<file path="config.mk">
export PLATFORM = sky130hd
export DESIGN_NAME = hash_state_port
export DESIGN_NICKNAME = d
export VERILOG_FILES = /design/src/rtl/hsp_pkg.sv /design/src/rtl/hsp_decode.sv /design/src/rtl/hsp_word_ptr.sv /design/src/rtl/hsp_chain_store.sv /design/src/rtl/hsp_cfg_regs.sv /design/src/rtl/hash_state_port.sv
export SDC_FILE = /design/constraint.sdc
export NUM_CORES = 1
export LEC_CHECK = 0
export ABC_AREA = 1
export BUFFER_PORTS_ARGS = -buffer_cell sky130_fd_sc_hd__clkbuf_2
export CAP_MARGIN = 20
export CORE_ASPECT_RATIO = 1.75
export CORE_MARGIN = 5
export CORE_UTILIZATION = 40
export DETAILED_ROUTE_END_ITERATION = 8
export PLACE_DENSITY_LB_ADDON = 0.15
export REMOVE_ABC_BUFFERS = 1
export SLEW_MARGIN = 20
export SYNTH_ARGS = -nofsm -noshare
export SYNTH_HDL_FRONTEND = slang
export SYNTH_SLANG_ARGS = --single-unit
</file>
<file path="constraint.sdc">
create_clock -name clk -period 3.8 [get_ports clk]
set_input_delay 0.95 -clock clk [delete_from_list [all_inputs] [get_ports clk]]
set_output_delay 0.95 -clock clk [all_outputs]
set_load 0.01 [all_outputs]
</file>
<file path="src/rtl/hsp_pkg.sv">
`timescale 1ns/1ps
package hsp_pkg;

    localparam int DATA_W    = 32;
    localparam int MAX_WORDS = 16;
    localparam int IDX_W     = $clog2(MAX_WORDS);
    localparam int CNT_W     = $clog2(MAX_WORDS + 1);
    localparam int ALGO_W    = 3;
    localparam int ENDIAN_W  = 6;

    // Register byte offsets
    localparam int OFF_MODE   = 'h00;
    localparam int OFF_CHAIN  = 'h04;
    localparam int OFF_STATUS = 'h58;
    localparam int OFF_LENLO  = 'h60;
    localparam int OFF_LENHI  = 'h64;

    // Field positions inside the mode register
    localparam int POS_ALGO   = 16;
    localparam int POS_HMAC   = 22;
    localparam int POS_ENDIAN = 26;

    // Field positions inside the status register
    localparam int POS_CNT    = 8;
    localparam int POS_DIG    = 16;

    typedef enum logic [ALGO_W-1:0] {
        ALG_SHA256 = 3'd0,
        ALG_SHA224 = 3'd1,
        ALG_SHA384 = 3'd2,
        ALG_SHA512 = 3'd3,
        ALG_SM3    = 3'd4
    } algo_e;

    typedef struct packed {
        logic [ENDIAN_W-1:0] endian;
        logic                hmac;
        logic [ALGO_W-1:0]   algo;
    } mode_t;

    typedef enum logic [2:0] {
        RS_NONE,
        RS_MODE,
        RS_CHAIN,
        RS_STATUS,
        RS_LENLO,
        RS_LENHI
    } rsel_e;

    typedef struct packed {
        logic  mode_wr;
        logic  chain_wr;
        logic  chain_rd;
        logic  lenlo_wr;
        logic  lenhi_wr;
        logic  rd_fire;
        rsel_e rsel;
    } strobe_t;

    function automatic logic [CNT_W-1:0] chain_words(input logic [ALGO_W-1:0] a);
        case (a)
            ALG_SHA256, ALG_SHA224, ALG_SM3: chain_words = CNT_W'(8);
            ALG_SHA384, ALG_SHA512:          chain_words = CNT_W'(16);
            default:                         chain_words = '0;
        endcase
    endfunction

    function automatic logic [CNT_W-1:0] digest_words(input logic [ALGO_W-1:0] a);
        case (a)
            ALG_SHA224:          digest_words = CNT_W'(7);
            ALG_SHA256, ALG_SM3: digest_words = CNT_W'(8);
            ALG_SHA384:          digest_words = CNT_W'(12);
            ALG_SHA512:          digest_words = CNT_W'(16);
            default:             digest_words = '0;
        endcase
    endfunction

    function automatic logic [DATA_W-1:0] mode_to_word(input mode_t m);
        logic [DATA_W-1:0] w;
        w = '0;
        w[POS_ENDIAN +: ENDIAN_W] = m.endian;
        w[POS_HMAC]               = m.hmac;
        w[POS_ALGO +: ALGO_W]     = m.algo;
        return w;
    endfunction

    function automatic mode_t word_to_mode(input logic [DATA_W-1:0] w);
        mode_t m;
        m.endian = w[POS_ENDIAN +: ENDIAN_W];
        m.hmac   = w[POS_HMAC];
        m.algo   = w[POS_ALGO +: ALGO_W];
        return m;
    endfunction

endpackage

</file>
<file path="src/rtl/hsp_decode.sv">
`timescale 1ns/1ps
module hsp_decode
    import hsp_pkg::*;
#(
    parameter int ADDR_W = 8
) (
    input  logic              bus_wr,
    input  logic              bus_rd,
    input  logic [ADDR_W-1:0] bus_addr,
    input  logic              busy,
    input  logic [CNT_W-1:0]  count,
    output strobe_t           stb
);

    logic chain_open;
    logic hit_mode, hit_chain, hit_status, hit_lenlo, hit_lenhi;

    assign chain_open = !busy && (count != '0);
    assign hit_mode   = (bus_addr == ADDR_W'(OFF_MODE));
    assign hit_chain  = (bus_addr == ADDR_W'(OFF_CHAIN));
    assign hit_status = (bus_addr == ADDR_W'(OFF_STATUS));
    assign hit_lenlo  = (bus_addr == ADDR_W'(OFF_LENLO));
    assign hit_lenhi  = (bus_addr == ADDR_W'(OFF_LENHI));

    always_comb begin
        stb          = '0;
        stb.rsel     = RS_NONE;
        stb.rd_fire  = bus_rd && !bus_wr;
        if (bus_wr) begin
            stb.mode_wr  = hit_mode;
            stb.chain_wr = hit_chain && chain_open;
            stb.lenlo_wr = hit_lenlo;
            stb.lenhi_wr = hit_lenhi;
        end
        if (stb.rd_fire) begin
            if (hit_mode)
                stb.rsel = RS_MODE;
            else if (hit_chain && chain_open) begin
                stb.rsel     = RS_CHAIN;
                stb.chain_rd = 1'b1;
            end
            else if (hit_status)
                stb.rsel = RS_STATUS;
            else if (hit_lenlo)
                stb.rsel = RS_LENLO;
            else if (hit_lenhi)
                stb.rsel = RS_LENHI;
        end
    end

endmodule

</file>
<file path="src/rtl/hsp_word_ptr.sv">
`timescale 1ns/1ps
module hsp_word_ptr
    import hsp_pkg::*;
(
    input  logic             clk,
    input  logic             rst,
    input  logic             clear,
    input  logic             step,
    input  logic [CNT_W-1:0] count,
    output logic [IDX_W-1:0] ptr
);

    logic [CNT_W-1:0] next_wide;
    logic             at_last;

    assign next_wide = CNT_W'(ptr) + CNT_W'(1);
    assign at_last   = (next_wide >= count);

    always_ff @(posedge clk) begin
        if (rst)
            ptr <= '0;
        else if (clear)
            ptr <= '0;
        else if (step && (count != '0))
            ptr <= at_last ? '0 : IDX_W'(next_wide);
    end

endmodule

</file>
<file path="src/rtl/hsp_chain_store.sv">
`timescale 1ns/1ps
module hsp_chain_store
    import hsp_pkg::*;
#(
    parameter int WORDS = MAX_WORDS
) (
    input  logic              clk,
    input  logic              rst,
    input  logic              bus_we,
    input  logic [IDX_W-1:0]  bus_idx,
    input  logic [DATA_W-1:0] bus_wdata,
    output logic [DATA_W-1:0] bus_rword,
    input  logic              dp_we,
    input  logic [IDX_W-1:0]  dp_widx,
    input  logic [DATA_W-1:0] dp_wdata,
    input  logic [IDX_W-1:0]  dp_ridx,
    output logic [DATA_W-1:0] dp_rword
);

    logic [DATA_W-1:0] words [WORDS];

    for (genvar i = 0; i < WORDS; i++) begin : g_word
        logic dp_hit, bus_hit;
        assign dp_hit  = dp_we  && (dp_widx == IDX_W'(i));
        assign bus_hit = bus_we && (bus_idx == IDX_W'(i));
        always_ff @(posedge clk) begin
            if (rst)
                words[i] <= '0;
            else if (dp_hit)
                words[i] <= dp_wdata;
            else if (bus_hit)
                words[i] <= bus_wdata;
        end
    end

    always_comb begin
        bus_rword = '0;
        dp_rword  = '0;
        for (int k = 0; k < WORDS; k++) begin
            if (bus_idx == IDX_W'(k)) bus_rword = words[k];
            if (dp_ridx == IDX_W'(k)) dp_rword  = words[k];
        end
    end

endmodule

</file>
<file path="src/rtl/hsp_cfg_regs.sv">
`timescale 1ns/1ps
module hsp_cfg_regs
    import hsp_pkg::*;
(
    input  logic                clk,
    input  logic                rst,
    input  logic                mode_wr,
    input  logic                lenlo_wr,
    input  logic                lenhi_wr,
    input  logic [DATA_W-1:0]   wdata,
    input  logic                dp_len_wr,
    input  logic [2*DATA_W-1:0] dp_len_data,
    output mode_t               mode,
    output logic [2*DATA_W-1:0] len
);

    always_ff @(posedge clk) begin
        if (rst)
            mode <= '0;
        else if (mode_wr)
            mode <= word_to_mode(wdata);
    end

    always_ff @(posedge clk) begin
        if (rst)
            len <= '0;
        else if (dp_len_wr)
            len <= dp_len_data;
        else begin
            if (lenlo_wr) len[DATA_W-1:0]        <= wdata;
            if (lenhi_wr) len[2*DATA_W-1:DATA_W] <= wdata;
        end
    end

endmodule

</file>
<file path="src/rtl/hash_state_port.sv">
`timescale 1ns/1ps
module hash_state_port
    import hsp_pkg::*;
#(
    parameter int ADDR_W = 8
) (
    input  logic                clk,
    input  logic                rst,
    input  logic                bus_wr,
    input  logic                bus_rd,
    input  logic [ADDR_W-1:0]   bus_addr,
    input  logic [DATA_W-1:0]   bus_wdata,
    output logic [DATA_W-1:0]   bus_rdata,
    output logic                bus_rvalid,
    input  logic                eng_busy,
    input  logic                dp_wr_en,
    input  logic [IDX_W-1:0]    dp_wr_idx,
    input  logic [DATA_W-1:0]   dp_wr_data,
    input  logic [IDX_W-1:0]    dp_rd_idx,
    output logic [DATA_W-1:0]   dp_rd_data,
    input  logic                dp_len_wr,
    input  logic [2*DATA_W-1:0] dp_len_data,
    output logic [ALGO_W-1:0]   cfg_algo,
    output logic                cfg_hmac,
    output logic [ENDIAN_W-1:0] cfg_endian,
    output logic [CNT_W-1:0]    cfg_word_count,
    output logic [2*DATA_W-1:0] msg_len
);

    strobe_t           stb;
    mode_t             mode;
    logic [IDX_W-1:0]  cur_ptr;
    logic [DATA_W-1:0] chain_word;
    logic [DATA_W-1:0] status_word;
    logic [DATA_W-1:0] rd_mux;

    assign cfg_algo       = mode.algo;
    assign cfg_hmac       = mode.hmac;
    assign cfg_endian     = mode.endian;
    assign cfg_word_count = chain_words(mode.algo);

    hsp_decode #(.ADDR_W(ADDR_W)) u_decode (
        .bus_wr   (bus_wr),
        .bus_rd   (bus_rd),
        .bus_addr (bus_addr),
        .busy     (eng_busy),
        .count    (cfg_word_count),
        .stb      (stb)
    );

    hsp_word_ptr u_ptr (
        .clk   (clk),
        .rst   (rst),
        .clear (stb.mode_wr),
        .step  (stb.chain_wr || stb.chain_rd),
        .count (cfg_word_count),
        .ptr   (cur_ptr)
    );

    hsp_chain_store #(.WORDS(MAX_WORDS)) u_store (
        .clk       (clk),
        .rst       (rst),
        .bus_we    (stb.chain_wr),
        .bus_idx   (cur_ptr),
        .bus_wdata (bus_wdata),
        .bus_rword (chain_word),
        .dp_we     (dp_wr_en),
        .dp_widx   (dp_wr_idx),
        .dp_wdata  (dp_wr_data),
        .dp_ridx   (dp_rd_idx),
        .dp_rword  (dp_rd_data)
    );

    hsp_cfg_regs u_cfg (
        .clk         (clk),
        .rst         (rst),
        .mode_wr     (stb.mode_wr),
        .lenlo_wr    (stb.lenlo_wr),
        .lenhi_wr    (stb.lenhi_wr),
        .wdata       (bus_wdata),
        .dp_len_wr   (dp_len_wr),
        .dp_len_data (dp_len_data),
        .mode        (mode),
        .len         (msg_len)
    );

    always_comb begin
        status_word                      = '0;
        status_word[0]                   = eng_busy;
        status_word[POS_CNT +: CNT_W]    = cfg_word_count;
        status_word[POS_DIG +: CNT_W]    = digest_words(mode.algo);
    end

    always_comb begin
        case (stb.rsel)
            RS_MODE:   rd_mux = mode_to_word(mode);
            RS_CHAIN:  rd_mux = chain_word;
            RS_STATUS: rd_mux = status_word;
            RS_LENLO:  rd_mux = msg_len[DATA_W-1:0];
            RS_LENHI:  rd_mux = msg_len[2*DATA_W-1:DATA_W];
            default:   rd_mux = '0;
        endcase
    end

    always_ff @(posedge clk) begin
        if (rst) begin
            bus_rdata  <= '0;
            bus_rvalid <= 1'b0;
        end else begin
            bus_rvalid <= stb.rd_fire;
            if (stb.rd_fire)
                bus_rdata <= rd_mux;
        end
    end

endmodule

</file>
==> flow_summary.yaml <==
synth:
  synth_edf_count: 512
  synth_cell_type_count: 43
  ys_async_sr_fraction_pct: 0
  synth-seq-cells: 623
  yosys.area.top_type: "edfxtp_1"
  ys_warn_count: 0
  syn-instance-count: 4149
  synthFlopType: "edfxtp_1"
  postSynthAreaPerCell_um2: 8.24
  syn_area_um2: 34200
  synth_seq_area_share_pct: 51.5
  synth_most_common_cell: "nand2_1"
  synthTopCellsByArea: "edfxtp_1 (45%), nand2_1 (12%), o22ai_1 (9.2%), dfxtp_1 (6.5%), nand3_1 (6.3%)"
  synthTopCellsByCount: "nand2_1 (1066), edfxtp_1 (512), o22ai_1 (500)"
  yosys.area.top_type_share_pct: 45.0
timing:
  finClkSkew_ns: 0.0134
  min_period_ns: 3.80
  fmax_ghz: 0.263
  fin_crit_sh_pct: 100
  worstMarginPinSlew_ns: 1.03
  rsz0062_at_grt: "true"
  hold_violations: 0
  slew_violations: 0
  relSlewSlack_pct: 30.8
  tns_ns: 0
  finalSetupViolCount: 0
  setup_slack_ns: 0.000416
floorplanning:
  ios: 295
  rows: 141
  initial_core_util_pct: 40.4
  core_um2: 84700
  die_h_um: 397
  die_w_um: 231
  die-area_um2: 91600
cells_and_area:
  drive_above_1_share_pct: 16.7
  multiInputGateArea_um2: 14500
  syn2layout_area_growth_pct: 16.5
  regArea_um2: 17600
  fin_area_um2: 39800
  fill_cells: 8375
  nets: 4487
  antenna_cells: 0
power:
  ir_worst_vdd_v: 0.000340
  p_leak_nw: 15.5
  powerDensity_nw_per_um2: 397
place:
  dp_hpwl_mm: 92.7
  dp_slack_ns: -0.187
  gp_congestion: 0.932
  portBuffers: 291
  placed_area_um2: 37300
critical_path:
  endpoint_kind: "output pin"
  critical_path_class: "input pin to output pin"
  cp-start-kind: "input pin"
  worstPathMaxFanout: 5
  cp.arrival_ns: 2.85
  worstRegToRegCells: 23
  worstPathRequired_ns: 2.85
clock_network:
  ctsHoldBuffers: 0
  clock_latency_ns: 0.66
  cts.path.max_buffers: 3
  cts_tree: "done"
  clkTransAtPathRegs_ns: 0.07
  h-tree-depth: 2
  cts_buffers: 61
  cts_sinks: 623
  clockRootBuffer: "clkbuf_16"
global_route:
  grt_antenna_before_repair: 0
  grt_use_total_pct: 27.0
  grt_util_met3_pct: 4.03
  grtUsageMet2_pct: 48.7
  grt_pass1_vias: 32000
  grt-ovfl-total: 0
  grt_max_degree: 97
  grt_util_met1_pct: 32.0
  busiest_layer: "met2"
  grt_pass1_wl_mm: 194
route:
  drt_pass1_iterations: 6
  drtIter0Drc: 2686
  wl_mm: 129
  vias: 32300
  viasPerCell: 5.92
  ant_nets: 0
  post_drt_wl_per_cell_um: 23.7
  drc: 0
worst_hold_path:
  hold_path.class: "flop to flop"
  min_path_cells: 2
run:
  max_cap_viol_count: 0
run_status:
  outcome: "finished clean"
-- sequential cells by signal (all words and copies together), names as in the netlist --
signal / flops
u_ptr.ptr: 4
u_cfg.mode: 10
bus_rvalid: 1
u_store.words: 512
bus_rdata: 32
u_cfg.len: 64
-- worst max-delay path, cell delays in order --
cell,delay [ns]
buf_6,0.11
inv_4,0.05
nand2_4,0.07
nor2_4,0.05
inv_4,0.11
buf_12,0.12
o2111ai_1,0.13
a21oi_2,0.15
o2111ai_1,0.15
a21oi_1,0.18
nand4_1,0.13
mux2i_1,0.22
nand4_1,0.21
buf_2,0.21
-- final timing paths --
| check | from | endpoint | slack (ns) |
|---|---|---|---|
| max reg2reg | u_ptr.ptr[0] | bus_rdata[30] | 0.54 |
| min | u_cfg.len[1] | u_cfg.len[1] | 0.49 |
| max | dp_rd_idx[0] | dp_rd_data[22] | 0.0004 |
| min reg2reg | u_cfg.len[1] | u_cfg.len[1] | 0.49 |
-- cell usage in the layout (no fill, tap or decap), types with 38 or more instances in the layout --
cell and count:
nand2_1 1059, edfxtp_1 512, o22ai_1 494, nand3_1 430
clkbuf_2 268, nor2_1 230, inv_1 203, buf_4 162
a21oi_1 158, dfxtp_1 111, nand4_1 106, o21ai_0 66
clkbuf_16 62, clkinv_1 43, a31oi_1 41, nor3_1 38
-- cells by family (layout without fill, tap and decap cells) --
family / Yosys count / count (layout) / synth area share (%)
DFF: 623 / 623 / 51.5
xor gates and xnor gates: 1 / 1 / 0.0256
buffers and inverters: 636 / 864 / 7.28
other: 1 / 3 / 0.0110
AOI/OAI and AO/OA: 935 / 935 / 16.6
adders and majority gates: 7 / 7 / 0.256
and+or+nand+nor: 1943 / 1943 / 24.3
muxes: 3 / 3 / 0.0879
-- layer usage --
layer | part of all wire, % | routed length (µm)
met2 | 51 | 65600
met3 | 7.0 | 9050
met5 | 0 | 0
met4 | 4.0 | 5100
met1 | 38 | 49200
-- power breakdown --
group          switching [W]  total [W]  internal (W)  leakage [nW]
clock                0.00282    0.00628       0.00346         0.983
sequential          0.000218    0.00797       0.00775          5.83
combinational        0.00108    0.00156      0.000488          8.66
total                0.00411     0.0158        0.0117          15.5
-- repair_timing --
| item | in CTS | in global routing |
|---|---|---|
| gates resized for setup | 47 | 121 |
| hold endpoints to repair | 0 | 0 |
| setup endpoints to repair | 26 | 32 |
| setup buffers | 2 | 0 |
| gates cloned | 2 | 0 |
| pin swaps | 16 | 38 |
-- cell type report --
| class | instances | area share, % |
|---|---|---|
| Inverter | 266 | 2.52 |
| Tap cell | 1072 | 3.37 |
| Timing Repair Buffer | 485 | 8.38 |
| Multi-Input combinational cell | 2892 | 36.5 |
| Sequential cell | 623 | 44.2 |
| Clock buffer | 86 | 4.38 |
| Clock inverter | 27 | 0.635 |
-- through the flow --
stage / hold WS [ns] / instances / total power [W] / util [%]
finish: 0.487 / 5451 / 0.0158 / 47.0
global route: 0.502 / 5451 / 0.0163 / 47.0
CTS: 0.488 / 5451 / 0.0158 / 46.6
detailed placement: 0.475 / 5334 / 0.00958 / 44.0
global placement: 0.466 / 5334 / 0.00957 / 44.0
floorplan: 0.491 / 3781 / 0.00878 / -
Note: power is estimated with default switching activity, not from simulation.
